[src/rtl/rt_pkg.sv]
package rt_pkg;

    typedef enum logic [1:0] {
        ST_COUNT   = 2'd0,
        ST_REFRESH = 2'd1,
        ST_CLOCK   = 2'd2
    } rt_state_e;

    // Period word: state nibble 0101, data field [11:4] = cycles >> shift, slot 1111.
    function automatic int period_word(input int cyc, input int shift);
        return 'o50017 + ((cyc >> shift) << 4);
    endfunction

    function automatic int period_units(input int cyc, input int shift);
        return (period_word(cyc, shift) >> 4) & 'hFF;
    endfunction

endpackage

[src/rtl/rt_tick_gen.sv]
module rt_tick_gen #(
    parameter int PERIOD_CYC = 2560,
    parameter int UNIT_SHIFT = 6
) (
    input  logic clk,
    input  logic rst_n,
    input  logic init_i,
    output logic expire_o
);
    localparam int UNITS = rt_pkg::period_units(PERIOD_CYC, UNIT_SHIFT);
    localparam int CNT_W = 8;

    logic [UNIT_SHIFT-1:0] pre_q;
    logic [CNT_W-1:0]      rem_q;
    logic                  unit_tick;
    logic [CNT_W-1:0]      rem_dec;

    assign unit_tick = &pre_q;
    assign rem_dec   = rem_q - CNT_W'(1);
    assign expire_o  = unit_tick && (rem_q == CNT_W'(1));

    always_ff @(posedge clk) begin
        if (!rst_n || init_i) begin
            pre_q <= '0;
            rem_q <= CNT_W'(UNITS);
        end else begin
            pre_q <= pre_q + UNIT_SHIFT'(1);
            if (unit_tick) begin
                // re-arm by adding the period to what is left
                if (rem_dec == '0) begin
                    rem_q <= rem_dec + CNT_W'(UNITS);
                end else begin
                    rem_q <= rem_dec;
                end
            end
        end
    end
endmodule

[src/rtl/rt_seq.sv]
module rt_seq (
    input  logic clk,
    input  logic rst_n,
    input  logic init_i,
    input  logic expire_i,
    output logic req_o,
    output logic upd_o
);
    import rt_pkg::*;

    rt_state_e state_q, state_d;

    always_comb begin
        state_d = state_q;
        unique case (state_q)
            ST_COUNT:   if (expire_i) state_d = ST_REFRESH;
            ST_REFRESH: state_d = ST_CLOCK;
            ST_CLOCK:   state_d = ST_COUNT;
            default:    state_d = ST_COUNT;
        endcase
        if (init_i) state_d = ST_COUNT;
    end

    always_ff @(posedge clk) begin
        if (!rst_n) state_q <= ST_COUNT;
        else        state_q <= state_d;
    end

    always_comb begin
        req_o = 1'b0;
        upd_o = 1'b0;
        unique case (state_q)
            ST_COUNT:   ;
            ST_REFRESH: req_o = 1'b1;
            ST_CLOCK:   upd_o = !init_i;
            default:    ;
        endcase
    end
endmodule

[src/rtl/rt_clock.sv]
module rt_clock #(
    parameter int HALF_W = 16
) (
    input  logic              clk,
    input  logic              rst_n,
    input  logic              upd_i,
    output logic [HALF_W-1:0] lo_o,
    output logic [HALF_W-1:0] hi_o
);
    logic [HALF_W:0] lo_sum;

    assign lo_sum = {1'b0, lo_o} + (HALF_W+1)'(1);

    always_ff @(posedge clk) begin
        if (!rst_n) begin
            lo_o <= '0;
            hi_o <= '0;
        end else if (upd_i) begin
            lo_o <= lo_sum[HALF_W-1:0];
            hi_o <= hi_o + HALF_W'(lo_sum[HALF_W]);
        end
    end
endmodule

[src/rtl/rt_strobe_div.sv]
module rt_strobe_div #(
    parameter bit STROBE_EN  = 1'b1,
    parameter int STROBE_DIV = 32
) (
    input  logic clk,
    input  logic rst_n,
    input  logic init_i,
    input  logic upd_i,
    output logic strobe_o
);
    localparam int DIV_W = (STROBE_DIV > 1) ? $clog2(STROBE_DIV) : 1;

    generate
        if (STROBE_EN) begin : g_div
            logic [DIV_W-1:0] div_q;
            logic             last;
            assign last = (div_q == DIV_W'(STROBE_DIV - 1));
            always_ff @(posedge clk) begin
                if (!rst_n || init_i) begin
                    div_q    <= '0;
                    strobe_o <= 1'b0;
                end else begin
                    strobe_o <= upd_i && last;
                    if (upd_i) div_q <= last ? '0 : div_q + DIV_W'(1);
                end
            end
        end else begin : g_off
            assign strobe_o = 1'b0;
        end
    endgenerate
endmodule

[src/rtl/rt_refresh_clock.sv]
module rt_refresh_clock #(
    parameter int                PERIOD_CYC = 2560,
    parameter int                UNIT_SHIFT = 6,
    parameter int                HALF_W     = 16,
    parameter int                REFR_W     = 16,
    parameter int                STEP       = 16,
    parameter logic [REFR_W-1:0] REFR_RESET = '0,
    parameter bit                STROBE_EN  = 1'b1,
    parameter int                STROBE_DIV = 32
) (
    input  logic              clk,
    input  logic              rst_n,
    input  logic              init_i,
    output logic              refresh_req,
    output logic [REFR_W-1:0] refresh_row,
    output logic [HALF_W-1:0] clk_lo,
    output logic [HALF_W-1:0] clk_hi,
    output logic              io_strobe
);
    localparam int LOW_W    = $clog2(STEP);
    localparam int TICK_CYC = rt_pkg::period_units(PERIOD_CYC, UNIT_SHIFT) << UNIT_SHIFT;
    localparam logic [REFR_W-1:0] LOW_MASK = REFR_W'((1 << LOW_W) - 1);

    logic expire;
    logic upd;
    logic [REFR_W-1:0] refr_q;

    rt_tick_gen #(.PERIOD_CYC(PERIOD_CYC), .UNIT_SHIFT(UNIT_SHIFT)) u_tick (
        .clk(clk), .rst_n(rst_n), .init_i(init_i), .expire_o(expire)
    );

    rt_seq u_seq (
        .clk(clk), .rst_n(rst_n), .init_i(init_i), .expire_i(expire),
        .req_o(refresh_req), .upd_o(upd)
    );

    rt_clock #(.HALF_W(HALF_W)) u_clock (
        .clk(clk), .rst_n(rst_n), .upd_i(upd), .lo_o(clk_lo), .hi_o(clk_hi)
    );

    rt_strobe_div #(.STROBE_EN(STROBE_EN), .STROBE_DIV(STROBE_DIV)) u_strobe (
        .clk(clk), .rst_n(rst_n), .init_i(init_i), .upd_i(upd), .strobe_o(io_strobe)
    );

    always_ff @(posedge clk) begin
        if (!rst_n)      refr_q <= REFR_RESET;
        else if (init_i) refr_q <= refr_q & ~LOW_MASK;
        else if (upd)    refr_q <= refr_q + REFR_W'(STEP);
    end

    assign refresh_row = refr_q;
endmodule

[config.mk]
export PLATFORM = sky130hd
export DESIGN_NAME = rt_refresh_clock
export DESIGN_NICKNAME = d
export VERILOG_FILES = /design/src/rtl/rt_pkg.sv /design/src/rtl/rt_tick_gen.sv /design/src/rtl/rt_seq.sv /design/src/rtl/rt_clock.sv /design/src/rtl/rt_strobe_div.sv /design/src/rtl/rt_refresh_clock.sv
export SDC_FILE = /design/constraint.sdc
export NUM_CORES = 1
export LEC_CHECK = 0
export CORE_ASPECT_RATIO = 1.5
export CORE_MARGIN = 1.5
export CORE_UTILIZATION = 57
export DETAILED_ROUTE_END_ITERATION = 8
export PLACE_DENSITY = 0.87
export SYNTH_ARGS = -nofsm -noshare
export SYNTH_HDL_FRONTEND = slang
export SYNTH_SLANG_ARGS = --single-unit
[constraint.sdc]
create_clock -name clk -period 4.4 [get_ports clk]
set_input_delay 0.66 -clock clk [delete_from_list [all_inputs] [get_ports clk]]
set_output_delay 0.66 -clock clk [all_outputs]
set_load 0.02 [all_outputs]
# ---- Yosys cells after proc, flatten, opt, wreduce, memory -nomap -nowiden
# Cells that the tools add are included.
dict set report word_totals {
  register_bits 70
  input_bits 3
  output_inout_bits 50
  elab_cells 39
}
dict set report classes {
  n_addsub 7
  eq_ne 5
  muxes 6
  bitwise_logic 2
  n_reduce_logical 10
}
# cell n
set op_table {}
lappend op_table {{adder 16 x 1 -> 17 bit (second input constant)} 1}
lappend op_table {{adder 16 x 1 -> 16 bit} 1}
lappend op_table {{adder 16 x 5 -> 16 bit (second input constant)} 1}
lappend op_table {{adder 8 x 6 -> 8 bit (second input constant)} 1}
lappend op_table {{equality test 8 x 1 -> 1 bit (second input constant)} 1}
lappend op_table {{zero test 8 bit} 1}
lappend op_table {{2-to-1 mux 8 bit} 1}
lappend op_table {{subtractor 8 x 1 -> 8 bit (second input constant)} 1}
lappend op_table {{adder 6 x 1 -> 6 bit (second input constant)} 1}
lappend op_table {{AND reduction 6 bit} 1}
lappend op_table {{adder 5 x 1 -> 5 bit (second input constant)} 1}
lappend op_table {{equality test 5 bit (second input constant)} 1}
lappend op_table {{2-to-1 mux 5 bit} 1}
lappend op_table {{case mux 2 bit (2 select lines)} 1}
lappend op_table {{equality test 2 x 1 -> 1 bit (second input constant)} 1}
lappend op_table {{equality test 2 bit (second input constant)} 1}
lappend op_table {{logical AND 1 bit} 2}
lappend op_table {{zero test 1 bit} 2}
lappend op_table {{zero test 2 bit} 1}
lappend op_table {{2-to-1 mux 1 bit} 2}
lappend op_table {{2-to-1 mux 2 bit} 1}
lappend op_table {{inequality test 2 bit (second input constant)} 1}
lappend op_table {{inverter 1 bit} 2}
lappend op_table {{AND reduction 2 bit} 1}
lappend op_table {{2 further kinds} 2}

# ---- Longest topological paths before layout
# Gate-level depths: netlist of run 1.
dict set report depth {
  ltp_word 4
  mapped_depth 10
  ltp_nobuf 9
}

# ---- By module
# From an unflattened synthesis of run 1, not the netlist that was laid out.
dict set report hier_totals {
  hier_cells 354
  hier_area_um2 3186.8
}
# module n_inst cells_each area_each_um2 seq_area_each_um2
set modules_own_cells {}
lappend modules_own_cells {rt_clock 1 160 1415.1 640.6}
lappend modules_own_cells {rt_tick_gen 1 91 790.8 280.3}
lappend modules_own_cells {rt_refresh_clock 1 69 606.8 240.2}
lappend modules_own_cells {rt_strobe_div 1 27 290.3 120.1}
lappend modules_own_cells {rt_seq 1 7 83.8 40.0}

# ---- Worst setup path after synthesis of run 1
# No wires, ideal clock.
dict set report synth_path {
  path_type {register -> register}
  start {register u_clock.lo_o[7]}
  end {register u_clock.hi_o[6]}
  setup_time_ns 0.115
  t_arrival_ns 2.258
  t_required_ns 4.285
  setup_slack_ns 2.027
  stages_incl_launch_ff 11
  path_buffers 1
  period_less_slack_ns 2.373
  path_cell_list {dfxtp_1 and4_1 nand4_1 nor3_1 ha_1 ha_1 and3_1 clkbuf_1 nand4_1 xnor2_1 and2_1}
}
dict set report synth_via {
  elab_chain_cells 2
}
# element line
set synth_rtl {}
lappend synth_rtl {{from (decl)} rt_clock.sv:7} ;# output logic [HALF_W-1:0] lo_o,
lappend synth_rtl {{from (signal assigned)} rt_clock.sv:19} ;# lo_o <= lo_sum[HALF_W-1:0];
lappend synth_rtl {{adder 16 x 1 -> 17 bit} rt_clock.sv:12} ;# assign lo_sum = {1'b0, lo_o} + (HALF_W+1)'(1);
lappend synth_rtl {{adder 16 x 1 -> 16 bit} rt_clock.sv:20} ;# hi_o <= hi_o + HALF_W'(lo_sum[HALF_W]);
lappend synth_rtl {{to (signal assigned)} rt_clock.sv:20}
lappend synth_rtl {{to (decl)} rt_clock.sv:8} ;# output logic [HALF_W-1:0] hi_o
# Every way passes these cells.
# A chain may end at the register's enable or synchronous reset.

# ---- Worst setup path in the final report of run 1
dict set report layout_path {
  start {register u_clock.lo_o[7]}
  end {register u_clock.hi_o[15]}
}
# The elaborated chain is that of the path after synthesis.

==> impl_results.md, run 1 <==
* Largest family of logic cells by synthesized area: simple AND/OR/NAND/NOR gates
* # clock sinks at between 60 and 70
* Status: complete, no violations
* Placement Setup Slack at around 1.7 ns
* Crit path kind: flip-flop to flip-flop
* Final WL at 5840 um
* Final Skew at ~0.0094 ns
* CP Cell Sequence: and4_1, nand4_1, nor3_1, ha_1, nand4_1, nor3_1, xor2_1, and2_1
* Effective utilization at floorplan at roughly three fifths
* Die area at 5990 um^2
* Post-synth top flop: dfxtp_1
* Xor-xnor portion of the synthesized cell area at ~11%
* Most common cell after layout, fill and taps aside: dfxtp_1
* Initial DRT Pass Iterations at 4
* Final Max Slew Viols at 0
* Hold Vio Cnt, Final at 0
* Post-synthesis adder-cell area fraction at approximately 4.4%
* Clock Latency Late Sink at 0.34 ns
* Initial DRC count at between 150 and 200
* Comb power frac at under 10%
* Mux contribution to synthesized area at less than 1%
* Power density over cell area at approximately 280 nW/um^2
* Critical-path top delay cell: dfxtp_1
* Initial antenna violation count at 0
* Crit path DAT at 2.69 ns
* Slew HR at 50.1%
* Max FO, Critical Path at 11
* H-tree level count at 3
* P_sw at around 0.24 mW
* CP endpoint kind: flip-flop
* Routability Congestion at a little under 0.8
* Worst-path clk slew at about 0.07 ns
* Worst-Margin Slew at about 0.75 ns
* Final worst slack at 1.94 ns
* Final ANT Viol Nets at 0
* Antenna cells at 0
* Vias after detailed routing at 2505
* Count of different cell masters after synthesis at 42
* Final setup viols at 0
* DRC at 0
* Period Utilization, post-route at between 50% and 60%
* DP Area at around 3600 um^2
* Flip-flop and latch count after synthesis at 66
* RSZ-0062 raised after global routing: no
* Post-route minimum period at about 2.5 ns
* I/O pin cnt at 53
* Type of origin of the critical path: flip-flop
* Synth Warn # at 0
* CTS tree: built
* Hpwl dp at approximately 4200 um
* Syn Area/Cell at between 8 and 9 um^2
* Commonest cells after routing, fill and taps aside: 66 x dfxtp_1, 48 x clkdlybuf4s50_1, 34 x nand2_1
* Internal at ~0.85 mW
* Resize count post-CTS at 0
* Clock buffer count from CTS at 9
* Vias per cell at 5.31
* Area of the multi-input gates at around 1700 um^2
* PortBufs at between 40 and 50
* Simple-gate share of the synthesized area at between 30% and 40%
* HP Class: flip-flop to flip-flop
* Area occupied by registers at 1320 um^2
* FMAX at just over 400 MHz
* Worst EP required at about 4.6 ns
* Synthesized area at 3150 um^2
* Switch share at roughly 22%
* Seq/Total Area, Yosys at 41.9%
* Vias in the first global route at ~2300
* First-pass GRT wire length at 9930 um
* Cell Rows at 33
* Total grt overflow at 0
* WL/cell at about 12 um
* Clk root buf: clkbuf_8
* Cell area after layout at about 3800 um^2
* Overall Global Routing Usage at approximately a fifth
* CP peak stage delay at around 0.4 ns
* Core area at around 5400 um^2
* Share of the synthesized area in the top cell type at between 40% and 50%
* Seq pwr share at roughly 55%
* CTS Hold Bufs at 0
* Share of cells above drive strength 1 at roughly 6.5%
* Clk pwr share at around 43%
* Post-CTS Repair Setup Buffers at 0
* Max Buffers Root-to-Sink at 2
* Synthesis-to-finish area growth at 21.7%
* Die Width at 63.7 um
* Compound-Gate Fraction of Synth Area at under 10%
* Largest net degree at the start of global routing at 47
* Fin nets at 411
* Setup TNS at 0 ns
* Fraction of registers with async set/reset at 0%
* Pwr Total at 1.09 mW
* Cells after Synth at 353
* EDFF count, synth at 0
* Max Cap Viol at 0
* Largest area contributor in the synthesized netlist: dfxtp_1
* Worst ir drop on vdd at 0.000207 V
* Filler cells at about 440
* Ranking of synthesized cells by area: dfxtp_1 42%, xnor2_1 7.5%, and2_1 6.6%
* Die Y at 94.1 um
* Pleak at 1.46 nW
-- registers in the layout, summed over array words and instances (netlist names) --
| signal | cells |
|---|---|
| u_seq.state_q | 2 |
| u_clock.hi_o | 16 |
| u_strobe.strobe_o | 1 |
| u_clock.lo_o | 16 |
| u_tick.rem_q | 8 |
| refresh_row | 12 |
| u_tick.pre_q | 6 |
| u_strobe.g_div.div_q | 5 |
-- power by group through the flow --
stage	Clock [mW]	Sequential [mW]	Combinational [mW]
final	0.472	0.599	0.0166
after global routing	0.508	0.598	0.0188
after CTS	0.484	0.598	0.0170
after detailed placement	0	0.612	0.0169
after global placement	0	0.612	0.0169
after floorplan	0	0.612	0.0153
-- area by class of cell --
cell class / instances / area share, %
clock buffers: 12 / 4.31
clock inverters: 4 / 0.652
inverters: 7 / 0.685
multi-input cells: 263 / 44.7
flip-flops and latches: 66 / 34.4
well taps: 70 / 2.28
repair buffers: 50 / 12.9
-- stage by stage --
step / utilization (%) / std cells / hold slack [ns]
after floorplan: - / 356 / 0.418
after global placement: 67.4 / 456 / 0.427
after detailed placement: 67.4 / 456 / 0.445
after CTS: 70.9 / 472 / 0.456
after global routing: 70.9 / 472 / 0.479
final: 70.9 / 472 / 0.453
-- layer usage --
metal  global-route usage (%)  vias up  wire length, um
met2                     38.0       41             3050
met4                     8.88        0              119
li1                         -     1284                -
met3                     4.92       11              186
met1                     22.9     1169             2480
met5                        0        -                0
-- critical path, delay by kind of cell (launching register included) --
family        cells  cell delay [ns]
flops             1             0.40
simple gates      6             1.63
xor+xnor          1             0.10
fa+ha+maj         1             0.20
-- Yosys cell counts, types with 11 or more instances --
cell type	number
dfxtp_1	66
nand2_1	34
and2_1	33
xnor2_1	27
nor2_1	23
nand3_1	14
xor2_1	14
clkbuf_1	12
nand4_1	12
and3_1	11
ha_1	11
-- path summary, 6_finish.rpt --
path | start | to | slack, ns | cells after the start
worst min-delay path | u_tick.pre_q[0]$_SDFF_PP0_ | u_tick.pre_q[0]$_SDFF_PP0_ | 0.45 | 1
worst max register to register | u_clock.lo_o[7]$_SDFFE_PN0P_ | u_clock.hi_o[15]$_SDFFE_PN0P_ | 1.94 | 8
worst min register to register | u_tick.pre_q[0]$_SDFF_PP0_ | u_tick.pre_q[0]$_SDFF_PP0_ | 0.45 | 1
worst max-delay path | u_clock.lo_o[7]$_SDFFE_PN0P_ | u_clock.hi_o[15]$_SDFFE_PN0P_ | 1.94 | 8
-- logic make-up after synthesis --
logic type                 after synthesis
DFF                                     66
xor gates and xnor gates                41
other                                    1
adders and majority gates               11
buffers and inverters                   27
and+or+nand+nor                        168
AOI/OAI and AO/OA                       38
muxes                                    1
Note: power is estimated with default switching activity, not from simulation.
==> run 2: changes to the inputs <==
--- a/config.mk
+++ b/config.mk
@@ -7,9 +7,9 @@
 export LEC_CHECK = 0
 export CORE_ASPECT_RATIO = 1.5
 export CORE_MARGIN = 1.5
-export CORE_UTILIZATION = 57
+export CORE_UTILIZATION = 53
 export DETAILED_ROUTE_END_ITERATION = 8
-export PLACE_DENSITY = 0.87
+export PLACE_DENSITY = 0.82
 export SYNTH_ARGS = -nofsm -noshare
 export SYNTH_HDL_FRONTEND = slang
 export SYNTH_SLANG_ARGS = --single-unit
==> constraint.sdc (replaced) <==
create_clock -name clk -period 2.27 [get_ports clk]
set_input_delay 0.3405 -clock clk [delete_from_list [all_inputs] [get_ports clk]]
set_output_delay 0.3405 -clock clk [all_outputs]
set_load 0.02 [all_outputs]
==> run 2 against run 1 <==
  * First-iteration DRC count decreased by 48%
  * Non-clock buffer count increased by 12
  * Clock skew decreased by 0.0036 ns
  * Via count increased by 1.1%
  * Routed wire length increased by 3.9%
  * Critical path depth increased by 1
  * Final cell count increased by 3.0%
  * Total power increased by 100%
  * Setup slack got worse by 1.7 ns
==> impl_results.md, run 2 (synthesized netlist as in run 1, its figures left out) <==
* Status: complete, no violations
* Vias after detailed routing at 2532 (+1.1%)
* FMAX at 484 MHz (+19%)
* Period Utilization, post-route at 91.0% (+35 points)
* Power density over cell area at 555 nW/um^2 (+96%)
* WL met1 at 2680 um (+7.9%)
* Type of origin of the critical path: flip-flop
* Clk root buf: clkbuf_8
* Crit path kind: flip-flop to flip-flop
* Top layer in use: met4
* PortBufs at 48 (unchanged)
* HP Class: flip-flop to flip-flop
* Pwr Total at 2.20 mW (+100%)
* Pleak at 1.54 nW (+5.1%)
* Routability Congestion at 0.830 (+5.0%)
* Final WL at 6060 um (+3.9%)
* # clock sinks at 66 (unchanged)
* Clock buffer count from CTS at 9 (unchanged)
* Routed wire length on met3 at 213 um (+15%)
* Overall Global Routing Usage at 20.9% (-0.035 points)
* Most common cell after layout, fill and taps aside: dfxtp_1
* Total grt overflow at 0 (unchanged)
* Met2 wire len at 2970 um (-2.6%)
* Share of cells above drive strength 1 at 11.1% (+4.6 points)
* Die Y at 97.4 um (+3.6%)
* Placed cell count at 470 (+3.1%)
* Placement Setup Slack at 0.0816 ns (-1.66 ns)
* Hpwl dp at 4320 um (+3.9%)
* Crit path DAT at 2.31 ns (-0.38 ns)
* Final setup viols at 0 (unchanged)
* RSZ-0062 raised after global routing: no
* Worst ir drop on vdd at 0.000426 V (+110%)
* Final Max Slew Viols at 0 (unchanged)
* Initial DRT Pass Iterations at 4 (unchanged)
* Switch share at 21.2% (-0.53 points)
* Core area at 5790 um^2 (+7.0%)
* Final hold slack at 0.446 ns (-0.00658 ns)
* Max Cap Viol at 0 (unchanged)
* Fin nets at 423 (+2.9%)
* DRC at 0 (unchanged)
* Final ANT Viol Nets at 0 (unchanged)
* H-tree level count at 3 (unchanged)
* Cell Rows at 34 (+3.0%)
* Synthesis-to-finish area growth at 25.6%
* Max FO, Critical Path at 6 (-5)
* Initial antenna violation count at 0 (unchanged)
* Comb power frac at 1.6% (about the same)
* Vias in the first global route at 2396 (+5.6%)
* Largest net degree at the start of global routing at 46 (-2.1%)
* Clk pwr share at 45.6% (+2.2 points)
* CP endpoint kind: flip-flop
* Clock Latency Late Sink at 0.35 ns (about the same)
* I/O pin cnt at 53 (unchanged)
* Post-Layout Cell Count at 486 (+3.0%)
* Internal at 1.73 mW (+100%)
* Vias per cell at 5.21 (-1.8%)
* P_sw at 0.465 mW (+97%)
* Effective utilization at floorplan at 54.5% (-3.8 points)
* Final worst slack at 0.205 ns (-1.74 ns)
* Setup TNS at 0 ns (unchanged)
* Final Skew at 0.00580 ns (-0.00357 ns)
* Worst-path clk slew at 0.07 ns (about the same)
* Commonest cells after routing, fill and taps aside: 61 x dfxtp_1, 48 x clkdlybuf4s50_1, 34 x nand2_1
* Worst EP required at 2.52 ns (-2.11 ns)
* Post-route minimum period at 2.07 ns (-0.393 ns)
* Initial DRC count at 97 (-48%)
* Die area at 6430 um^2 (+7.2%)
* Antenna cells at 0 (unchanged)
* Seq pwr share at 52.8% (-2.2 points)
* Die Width at 66.0 um (+3.5%)
* Max Buffers Root-to-Sink at 2 (unchanged)
* First-pass GRT wire length at 10500 um (+6.0%)
* WL/cell at 12.5 um (+0.88%)
* Hold Vio Cnt, Final at 0 (unchanged)
* Post-CTS Repair Setup Buffers at 0 (unchanged)
* CTS tree: built
run 2: repair_timing:
action	4_1_cts	5_1_grt
hold buffers	0	0
resized for setup	0	3
endpoints found under the setup margin	0	6
run 2: final cells by class:
type | count | area (um^2)
Inverter | 7 | 26.3
Tap cell | 72 | 90.1
Clock inverter | 5 | 52.6
Clock buffer | 11 | 151
Multi-Input combinational cell | 263 | 1720
Fill cell | 497 | 1830
Sequential cell | 66 | 1330
Timing Repair Buffer | 62 | 586
run 2: stage by stage:
step / util (%) / area [um^2]
5_1_grt: 68.4 / 3960
6_report: 68.4 / 3960
3_5_place_dp: 64.8 / 3750
2_1_floorplan: - / 3170
3_3_place_gp: 64.8 / 3750
4_1_cts: 68.3 / 3950
run 2: critical path: stages (launching register included):
cell,delay [ns]
dfxtp_1,0.38
and4_4,0.27
nand3_1,0.10
nor3_2,0.22
ha_1,0.18
ha_1,0.15
and3_2,0.24
nand4_1,0.13
xnor2_1,0.15
and2_1,0.15
run 2: worst paths after layout:
check / endpoint / slack (ns) / start / cells after the start
setup reg to reg: u_clock.hi_o[6]$_SDFFE_PN0P_ / 0.20 / u_clock.lo_o[5]$_SDFFE_PN0P_ / 9
hold reg to reg: u_tick.pre_q[0]$_SDFF_PP0_ / 0.45 / u_tick.pre_q[0]$_SDFF_PP0_ / 1
setup / recovery: u_clock.hi_o[6]$_SDFFE_PN0P_ / 0.20 / u_clock.lo_o[5]$_SDFFE_PN0P_ / 9
hold / removal: u_tick.pre_q[0]$_SDFF_PP0_ / 0.45 / u_tick.pre_q[0]$_SDFF_PP0_ / 1
run 2: metal layers:
metal,vias to the layer above,track usage (%)
li1,1306,-
met1,1153,24.6
met2,58,34.2
met3,15,3.36
met4,0,13.3
met5,-,0
run 2: power by group through the flow:
stage	sequential, mW	combinational (mW)	clock (mW)
6_report	1.16	0.0342	1.00
3_5_place_dp	1.19	0.0350	0
4_1_cts	1.16	0.0350	1.03
3_3_place_gp	1.19	0.0341	0
5_1_grt	1.16	0.0383	1.07
2_1_floorplan	1.19	0.0296	0
==> run 3: changes to the inputs <==
--- a/config.mk
+++ b/config.mk
@@ -9,6 +9,7 @@
 export CORE_MARGIN = 1.5
 export CORE_UTILIZATION = 53
 export DETAILED_ROUTE_END_ITERATION = 8
+export GPL_ROUTABILITY_DRIVEN = 0
 export PLACE_DENSITY = 0.82
 export SYNTH_ARGS = -nofsm -noshare
 export SYNTH_HDL_FRONTEND = slang
==> results of run 3 <==
The final DEF is identical to that of run 2; final timing and power are the same.
